$ cat config.mk
export PLATFORM = sky130hd
export DESIGN_NAME = sig_stat_monitor
export DESIGN_NICKNAME = d
export VERILOG_FILES = /design/src/rtl/stat_mon_pkg.sv /design/src/rtl/sm_window_ctrl.sv /design/src/rtl/sm_chan_accum.sv /design/src/rtl/sm_serial_div.sv /design/src/rtl/sig_stat_monitor.sv
export SDC_FILE = /design/constraint.sdc
export NUM_CORES = 2
export LEC_CHECK = 0
export CAP_MARGIN = 20
export CORE_MARGIN = 1.5
export CORE_UTILIZATION = 45
export DETAILED_ROUTE_END_ITERATION = 8
export GPL_TIMING_DRIVEN = 0
export PLACE_DENSITY_LB_ADDON = 0.2
export RECOVER_POWER = 100
export SKIP_CTS_REPAIR_TIMING = 1
export SYNTH_ARGS = -nofsm -noshare
export SYNTH_HDL_FRONTEND = slang
export SYNTH_SLANG_ARGS = --single-unit
export TNS_END_PERCENT = 5
$ cat constraint.sdc
create_clock -name clk -period 11.5 [get_ports clk]
set_input_delay 2.3 -clock clk [delete_from_list [all_inputs] [get_ports clk]]
set_output_delay 2.3 -clock clk [all_outputs]
set_load 0.01 [all_outputs]
$ cat src/rtl/stat_mon_pkg.sv
// Shared types for the periodic signal statistics monitor.
// Assumes: a 2-bit mode field whose encoding is fixed by the block's interface.
package stat_mon_pkg;

    typedef enum logic [1:0] {
        MODE_PEAK = 2'b00,
        MODE_MSQ  = 2'b01,
        MODE_XCNT = 2'b10,
        MODE_HOLD = 2'b11
    } stat_mode_e;

endpackage

$ cat src/rtl/sm_window_ctrl.sv
// Window controller: a down counter that defines the measurement window.
// It raises win_restart when a window is thrown away (sync, or the counter is
// empty after reset) and win_last in the closing cycle of a full window.
// Assumes: MIN_PERIOD >= 2 and MIN_PERIOD < 2**PERIOD_W.
module sm_window_ctrl #(
    parameter int PERIOD_W   = 24,
    parameter int MIN_PERIOD = 128
) (
    input  logic                clk,
    input  logic                rst_n,
    input  logic                win_sync,
    input  logic [PERIOD_W-1:0] win_len,
    output logic                win_restart,
    output logic                win_last,
    output logic [PERIOD_W-1:0] win_cnt,
    output logic [PERIOD_W-1:0] win_size
);

    localparam logic [PERIOD_W-1:0] MIN_LEN = PERIOD_W'(MIN_PERIOD);
    localparam logic [PERIOD_W-1:0] ONE     = PERIOD_W'(1);

    logic [PERIOD_W-1:0] cnt_q;
    logic [PERIOD_W-1:0] len_q;
    logic [PERIOD_W-1:0] eff_len;

    // Clamp the requested length to the minimum window.
    always_comb begin
        eff_len = (win_len < MIN_LEN) ? MIN_LEN : win_len;
    end

    assign win_restart = win_sync || (cnt_q == '0);
    assign win_last    = !win_restart && (cnt_q == ONE);

    // Count down through the window, reloading on restart or on the closing cycle.
    always_ff @(posedge clk) begin
        if (!rst_n) begin
            cnt_q <= '0;
            len_q <= '0;
        end else if (win_restart || win_last) begin
            cnt_q <= eff_len;
            len_q <= eff_len;
        end else begin
            cnt_q <= cnt_q - ONE;
        end
    end

    assign win_cnt  = cnt_q;
    assign win_size = len_q;

endmodule

$ cat src/rtl/sm_chan_accum.sv
// Per-channel accumulator: tracks peak magnitude, sum of squared magnitudes and
// count of samples above threshold together, so that any mode can be picked at
// window end. The fin_* outputs include the current cycle's sample.
// Assumes: two's complement samples; clear is high on restart and closing cycles.
module sm_chan_accum #(
    parameter  int SAMPLE_W = 12,
    parameter  int PERIOD_W = 24,
    localparam int ACC_W    = 2 * SAMPLE_W + PERIOD_W
) (
    input  logic                clk,
    input  logic                rst_n,
    input  logic                clear,
    input  logic [SAMPLE_W-1:0] smp,
    input  logic [SAMPLE_W-1:0] thresh,
    output logic [SAMPLE_W-1:0] fin_peak,
    output logic [ACC_W-1:0]    fin_sum,
    output logic [PERIOD_W-1:0] fin_xcnt
);

    localparam int SQ_W = 2 * SAMPLE_W;

    logic [SAMPLE_W-1:0] mag;
    logic [SQ_W-1:0]     sq;
    logic                over;
    logic [SAMPLE_W-1:0] peak_q;
    logic [ACC_W-1:0]    sum_q;
    logic [PERIOD_W-1:0] xcnt_q;

    // Magnitude of the signed sample; the most negative code maps to 2**(SAMPLE_W-1).
    always_comb begin
        mag = smp[SAMPLE_W-1] ? (~smp + 1'b1) : smp;
    end

    // Square and threshold compare on the magnitude.
    always_comb begin
        sq   = SQ_W'(mag) * SQ_W'(mag);
        over = (mag > thresh);
    end

    // Running statistics combined with the current sample.
    always_comb begin
        fin_peak = (mag > peak_q) ? mag : peak_q;
        fin_sum  = sum_q + ACC_W'(sq);
        fin_xcnt = xcnt_q + PERIOD_W'(over);
    end

    // Accumulate, or start from zero when the window is restarted or closed.
    always_ff @(posedge clk) begin
        if (!rst_n || clear) begin
            peak_q <= '0;
            sum_q  <= '0;
            xcnt_q <= '0;
        end else begin
            peak_q <= fin_peak;
            sum_q  <= fin_sum;
            xcnt_q <= fin_xcnt;
        end
    end

endmodule

$ cat src/rtl/sm_serial_div.sv
// Serial restoring divider: one quotient bit per cycle, DIVIDEND_W cycles per
// division. done pulses on the edge that produces the final bit, and quotient
// holds until the next start. Only the slice [Q_LSB +: Q_W] is brought out.
// Assumes: divisor is nonzero; start never arrives while busy.
module sm_serial_div #(
    parameter int DIVIDEND_W = 48,
    parameter int DIVISOR_W  = 24,
    parameter int Q_LSB      = 3,
    parameter int Q_W        = 20
) (
    input  logic                  clk,
    input  logic                  rst_n,
    input  logic                  start,
    input  logic [DIVIDEND_W-1:0] dividend,
    input  logic [DIVISOR_W-1:0]  divisor,
    output logic [Q_W-1:0]        quotient,
    output logic                  busy,
    output logic                  done
);

    localparam int                STEP_W    = $clog2(DIVIDEND_W);
    localparam logic [STEP_W-1:0] LAST_STEP = STEP_W'(DIVIDEND_W - 1);

    logic [DIVISOR_W:0]    rem_q;
    logic [DIVIDEND_W-1:0] quo_q;
    logic [DIVISOR_W-1:0]  dsr_q;
    logic [STEP_W-1:0]     step_q;
    logic                  busy_q;
    logic                  done_q;
    logic [DIVISOR_W:0]    shifted;
    logic [DIVISOR_W+1:0]  diff;

    // Trial subtraction for the next quotient bit.
    always_comb begin
        shifted = {rem_q[DIVISOR_W-1:0], quo_q[DIVIDEND_W-1]};
        diff    = {1'b0, shifted} - {2'b00, dsr_q};
    end

    // Load on start, then shift and subtract once per cycle until the last bit.
    always_ff @(posedge clk) begin
        if (!rst_n) begin
            rem_q  <= '0;
            quo_q  <= '0;
            dsr_q  <= '0;
            step_q <= '0;
            busy_q <= 1'b0;
            done_q <= 1'b0;
        end else begin
            done_q <= 1'b0;
            if (start) begin
                rem_q  <= '0;
                quo_q  <= dividend;
                dsr_q  <= divisor;
                step_q <= '0;
                busy_q <= 1'b1;
            end else if (busy_q) begin
                rem_q  <= diff[DIVISOR_W+1] ? shifted : diff[DIVISOR_W:0];
                quo_q  <= {quo_q[DIVIDEND_W-2:0], ~diff[DIVISOR_W+1]};
                step_q <= step_q + 1'b1;
                if (step_q == LAST_STEP) begin
                    busy_q <= 1'b0;
                    done_q <= 1'b1;
                end
            end
        end
    end

    assign quotient = quo_q[Q_LSB +: Q_W];
    assign busy     = busy_q;
    assign done     = done_q;

endmodule

$ cat src/rtl/sig_stat_monitor.sv
// Periodic signal statistics monitor, top level. One window controller is
// shared by NUM_CH channels. Each channel has an accumulator, a serial divider
// for the mean-square mode and a holding register. Peak and count results are
// latched on the closing edge; mean-square results follow once the divider ends.
// Assumes: RESULT_W >= SAMPLE_W, PERIOD_W >= RESULT_W, MIN_PERIOD > 2*SAMPLE_W+PERIOD_W+1
// (a division always ends before the next window can close).
module sig_stat_monitor
    import stat_mon_pkg::*;
#(
    parameter int NUM_CH     = 2,
    parameter int SAMPLE_W   = 12,
    parameter int PERIOD_W   = 24,
    parameter int MIN_PERIOD = 128,
    parameter int RESULT_W   = 20
) (
    input  logic                       clk,
    input  logic                       rst_n,
    input  logic [NUM_CH*SAMPLE_W-1:0] smp_in,
    input  logic [1:0]                 stat_mode,
    input  logic [PERIOD_W-1:0]        win_len,
    input  logic [SAMPLE_W-1:0]        mag_thresh,
    input  logic                       win_sync,
    output logic [NUM_CH*RESULT_W-1:0] result_word,
    output logic                       result_vld
);

    localparam int ACC_W    = 2 * SAMPLE_W + PERIOD_W;
    localparam int MS_SHIFT = 2 * (SAMPLE_W - 1) - (RESULT_W - 1);
    localparam logic [PERIOD_W-1:0] CNT_CAP = PERIOD_W'({RESULT_W{1'b1}});

    stat_mode_e          mode_e;
    logic                win_restart;
    logic                win_last;
    logic [PERIOD_W-1:0] win_cnt;
    logic [PERIOD_W-1:0] win_size;
    logic                latch_now;
    logic                div_start;
    logic [NUM_CH-1:0]   div_busy;
    logic [NUM_CH-1:0]   div_done;
    logic                vld_q;

    assign mode_e = stat_mode_e'(stat_mode);

    sm_window_ctrl #(
        .PERIOD_W  (PERIOD_W),
        .MIN_PERIOD(MIN_PERIOD)
    ) win_i (
        .clk        (clk),
        .rst_n      (rst_n),
        .win_sync   (win_sync),
        .win_len    (win_len),
        .win_restart(win_restart),
        .win_last   (win_last),
        .win_cnt    (win_cnt),
        .win_size   (win_size)
    );

    // Decide at window close whether to latch directly or start a division.
    always_comb begin
        latch_now = win_last && ((mode_e == MODE_PEAK) || (mode_e == MODE_XCNT));
        div_start = win_last && (mode_e == MODE_MSQ);
    end

    for (genvar gc = 0; gc < NUM_CH; gc++) begin : g_ch
        logic [SAMPLE_W-1:0] fin_peak;
        logic [ACC_W-1:0]    fin_sum;
        logic [PERIOD_W-1:0] fin_xcnt;
        logic [RESULT_W-1:0] ms_val;
        logic [RESULT_W-1:0] cnt_sat;
        logic [RESULT_W-1:0] res_q;

        sm_chan_accum #(
            .SAMPLE_W(SAMPLE_W),
            .PERIOD_W(PERIOD_W)
        ) acc_i (
            .clk     (clk),
            .rst_n   (rst_n),
            .clear   (win_restart || win_last),
            .smp     (smp_in[gc*SAMPLE_W +: SAMPLE_W]),
            .thresh  (mag_thresh),
            .fin_peak(fin_peak),
            .fin_sum (fin_sum),
            .fin_xcnt(fin_xcnt)
        );

        sm_serial_div #(
            .DIVIDEND_W(ACC_W),
            .DIVISOR_W (PERIOD_W),
            .Q_LSB     (MS_SHIFT),
            .Q_W       (RESULT_W)
        ) div_i (
            .clk     (clk),
            .rst_n   (rst_n),
            .start   (div_start),
            .dividend(fin_sum),
            .divisor (win_size),
            .quotient(ms_val),
            .busy    (div_busy[gc]),
            .done    (div_done[gc])
        );

        // Saturate the crossing count to the result width.
        always_comb begin
            cnt_sat = (fin_xcnt > CNT_CAP) ? {RESULT_W{1'b1}} : fin_xcnt[RESULT_W-1:0];
        end

        // Holding register: updated only by a direct latch or a finished division.
        always_ff @(posedge clk) begin
            if (!rst_n) begin
                res_q <= '0;
            end else if (latch_now) begin
                res_q <= (mode_e == MODE_PEAK) ? RESULT_W'(fin_peak) : cnt_sat;
            end else if (div_done[gc]) begin
                res_q <= ms_val;
            end
        end

        assign result_word[gc*RESULT_W +: RESULT_W] = res_q;
    end

    // One-cycle strobe for every holding-register update.
    always_ff @(posedge clk) begin
        if (!rst_n) begin
            vld_q <= 1'b0;
        end else begin
            vld_q <= latch_now || div_done[0];
        end
    end

    assign result_vld = vld_q;

endmodule

==> reports/results.ini <==
[status]
status=completed

[global_routing]
antenna_found_initial=1
grt_pass1_wl_um=148000
grt_max_degree=14
grt_pass1_vias=26465
grt-ovfl-total=0
track_usage_pct=26.3

[layout]
diodes=0
design_area_um2=36000
fillerInstances=6872
final_core_utilization_pct=51.5
layout-drive-gt1-share_pct=4.94
final_nets=4395
syn2layout_area_growth_pct=13.4

[clocking]
numCtsBuffers=49
clk_latency_ps=620
root_buffer=clkbuf_16
clkSinkCount=441
path_clk_slew_ps=60
cts.path.max_buffers=3
cts_tree=yes
htreeDepth=2

[worst_hold_path]
hold_path_end=win_i.win_size[2]$_SDFFE_PN0P_
min_path_cells=2
min-delay-start=win_i.win_size[2]$_SDFFE_PN0P_
worstHoldPathType=flip-flop to flip-flop

[detailed_routing]
drtIter0Drc=2105
route.detailed.drc=0
wire_per_inst_um=19.3
num_vias=27077
ant_nets=0
finalWirelength_um=94100
via_per_inst=5.56
drtPass1Iterations=5

[critical_path]
ff2ff_setup_slack_ps=5870
start_kind=input pin
slowest_stage=xor2_1
cp_common_cell=fa_1
cp-end-kind=flip-flop
worstPathMaxFanout=12
reg2reg_from=g_ch[0].acc_i.sum_q[9]$_SDFF_PP0_
worst_ep_arrival_time_ps=11570
worst_ep_required_time_ps=11960
reg2regPathDepth=18
criticalPathCategory=input pin to flip-flop
worstReg2RegEnd=g_ch[0].div_i.quo_q[34]$_SDFFE_PN0P_
max_stage_delay_ps=950

[yosys]
synth_top_area_share_pct=27.8
syn_area_um2=31800
async_flop_share_pct=0
ys_seq_area_share_pct=27.8
synth-edff-count=0
ys_top_cells_by_area=dfxtp_1, fa_1, ha_1
synth_seq_cells=441
postSynthCellCount=3706
synth_warnings=0
synth_cell_types=74
synth_top_area_cell=dfxtp_1
synth_flop_cell=dfxtp_1
synth.avg_cell_area_um2=8.57

[floorplan]
die_h_um=269
die_x_um=269
die-area_um2=72200
core_region_area_um2=69900
ios=106
initial_core_util_pct=45.4
rows=97

[power_and_ir_drop]
power_switching_share_pct=46.9
p_per_area_nw_per_um2=242
peakVddDrop_mv=0.328
seqPwrFrac_pct=18.7
p_int_mw=4.62
p_leak_nw=15.6
pwr-share-comb_pct=61.4
p_sw_mw=4.09
pwr-share-clk_pct=19.8

[sta]
max_slew_margin_pct=20.6
worst_slack_ps=390
tns_ps=0
period_minus_slack_ps=11110
final.period_utilization_pct=96.6
tightest_slew_ps=1190
finalSetupViolations=0
fmax_ghz=0.0900
hold_viol=0
slew_violations=0
fin_skew_ps=48.8

[placed_design]
place_area_um2=34100
place.port_buffers=104
dpl_worst_slack_ps=-943
dp_hpwl_um=74400
gp_congestion=0.952

[flow_run]
maxCapViolations=0

-- per-stage QoR --
| step | instances | power, mW | hold WS (ps) |
|---|---|---|---|
| 2_1_floorplan | 3722 | 5.60 | 423 |
| 3_3_place_gp | 4766 | 6.91 | 434 |
| 3_5_place_dp | 4772 | 6.93 | 438 |
| 4_1_cts | 4862 | 8.70 | 448 |
| 5_1_grt | 4871 | 9.51 | 467 |
| 6_report | 4871 | 8.71 | 445 |
-- layer usage --
layer	track usage [%]	part of all wire [%]	up-vias
met5	0	0	-
met4	7.09	2.4	0
met3	3.69	6.7	123
met2	42.1	45	849
met1	37.0	46	13079
li1	-	-	13026
-- Yosys cell counts (all sizes together), types with 25 or more instances --
library cell and instances:
a211oi 106, a21o 65, a21oi 252, a31oi 25
and2 29, and3 60, buf 28, clkbuf 132
dfxtp 441, fa 205, ha 233, inv 430
mux2 41, mux2i 112, nand2 316, nand3 58
nand4 46, nor2 314, nor2b 59, nor3 65
nor4 37, o211ai 33, o21a 31, o21ai 142
xnor2 106, xor2 85
-- how the worst max path moves through the flow --
stage / startpoint / end / slack [ps]
6_report: smp_in[0] / g_ch[0].div_i.quo_q[34]$_SDFFE_PN0P_ / 390
5_1_grt: smp_in[0] / g_ch[0].div_i.quo_q[34]$_SDFFE_PN0P_ / -20
4_1_cts: smp_in[0] / g_ch[0].div_i.quo_q[34]$_SDFFE_PN0P_ / -340
3_5_place_dp: smp_in[0] / g_ch[0].div_i.quo_q[34]$_SDFFE_PN0P_ / -940
3_3_place_gp: smp_in[12] / g_ch[1].div_i.quo_q[42]$_SDFFE_PN0P_ / -1420
2_1_floorplan: smp_in[12] / g_ch[1].div_i.quo_q[37]$_SDFFE_PN0P_ / 2220
-- registers in the layout (all words and copies together), names as in the netlist --
signal and count:
g_ch.acc_i.peak_q 24, g_ch.acc_i.sum_q 96, g_ch.acc_i.xcnt_q 48, g_ch.div_i.busy 2, g_ch.div_i.done 2, g_ch.div_i.dsr_q 24
g_ch.div_i.quo_q 96, g_ch.div_i.rem_q 48, g_ch.div_i.step_q 12, g_ch.res_q 40, result_vld 1, win_i.win_cnt 24
win_i.win_size 24
-- placed cells by master (no fill, tap or decap), types with 18 or more instances in the layout --
master / count
nand2b_1: 23
a221oi_1: 18
clkbuf_16: 51
o31ai_1: 24
o21a_1: 31
dfxtp_1: 441
nor2b_1: 59
clkbuf_1: 149
nand4_1: 45
fa_1: 205
and3_1: 60
o211ai_1: 33
ha_1: 233
nor4_1: 34
inv_1: 430
nand3_1: 58
nor3_1: 63
xnor2_1: 104
mux2i_1: 112
conb_1: 18
xor2_1: 81
clkdlybuf4s50_1: 59
o21ai_0: 141
mux2_2: 41
nor2_1: 314
a31oi_1: 25
a21oi_1: 243
a211oi_1: 104
dlygate4sd3_1: 45
nand2_1: 316
a21o_1: 65
and2_1: 29
-- power by group through the flow --
stage / Clock, mW / Sequential [mW] / Combinational (mW)
CTS: 1.75 / 1.63 / 5.32
finish: 1.73 / 1.63 / 5.35
global route: 1.81 / 1.64 / 6.06
global placement: 0 / 1.66 / 5.24
detailed placement: 0 / 1.67 / 5.27
floorplan: 0 / 1.66 / 3.94
-- final cells by class --
type	count	area, um^2	share of cell area (%)
repair buffers	119	1160	3.23
inverters	440	1670	4.63
well taps	940	1180	3.27
clock inverters	21	344	0.956
plain buffers	160	641	1.78
flip-flops and latches	441	8830	24.5
multi-input cells	2681	20800	57.7
clock buffers	69	1410	3.93
-- cells by family after synthesis --
kind of cell,Yosys count,share of synthesized area [%]
simple gates,1080,16.3
compound gates,801,16.3
buf+inv,600,7.24
flops,441,27.8
fa+ha+maj,438,22.1
xor+xnor,191,5.27
mux,153,4.98
other cells,2,0.0236
-- critical path: cells and delay by family --
family / cells / cell delay (ps)
adder cells (fa/ha/maj): 6 / 2870
buffers and inverters: 8 / 2300
AND/OR/NAND/NOR: 5 / 1420
AO/OA/AOI/OAI: 6 / 1320
XOR/XNOR: 2 / 1320
Power figures use the tool's default switching activity.
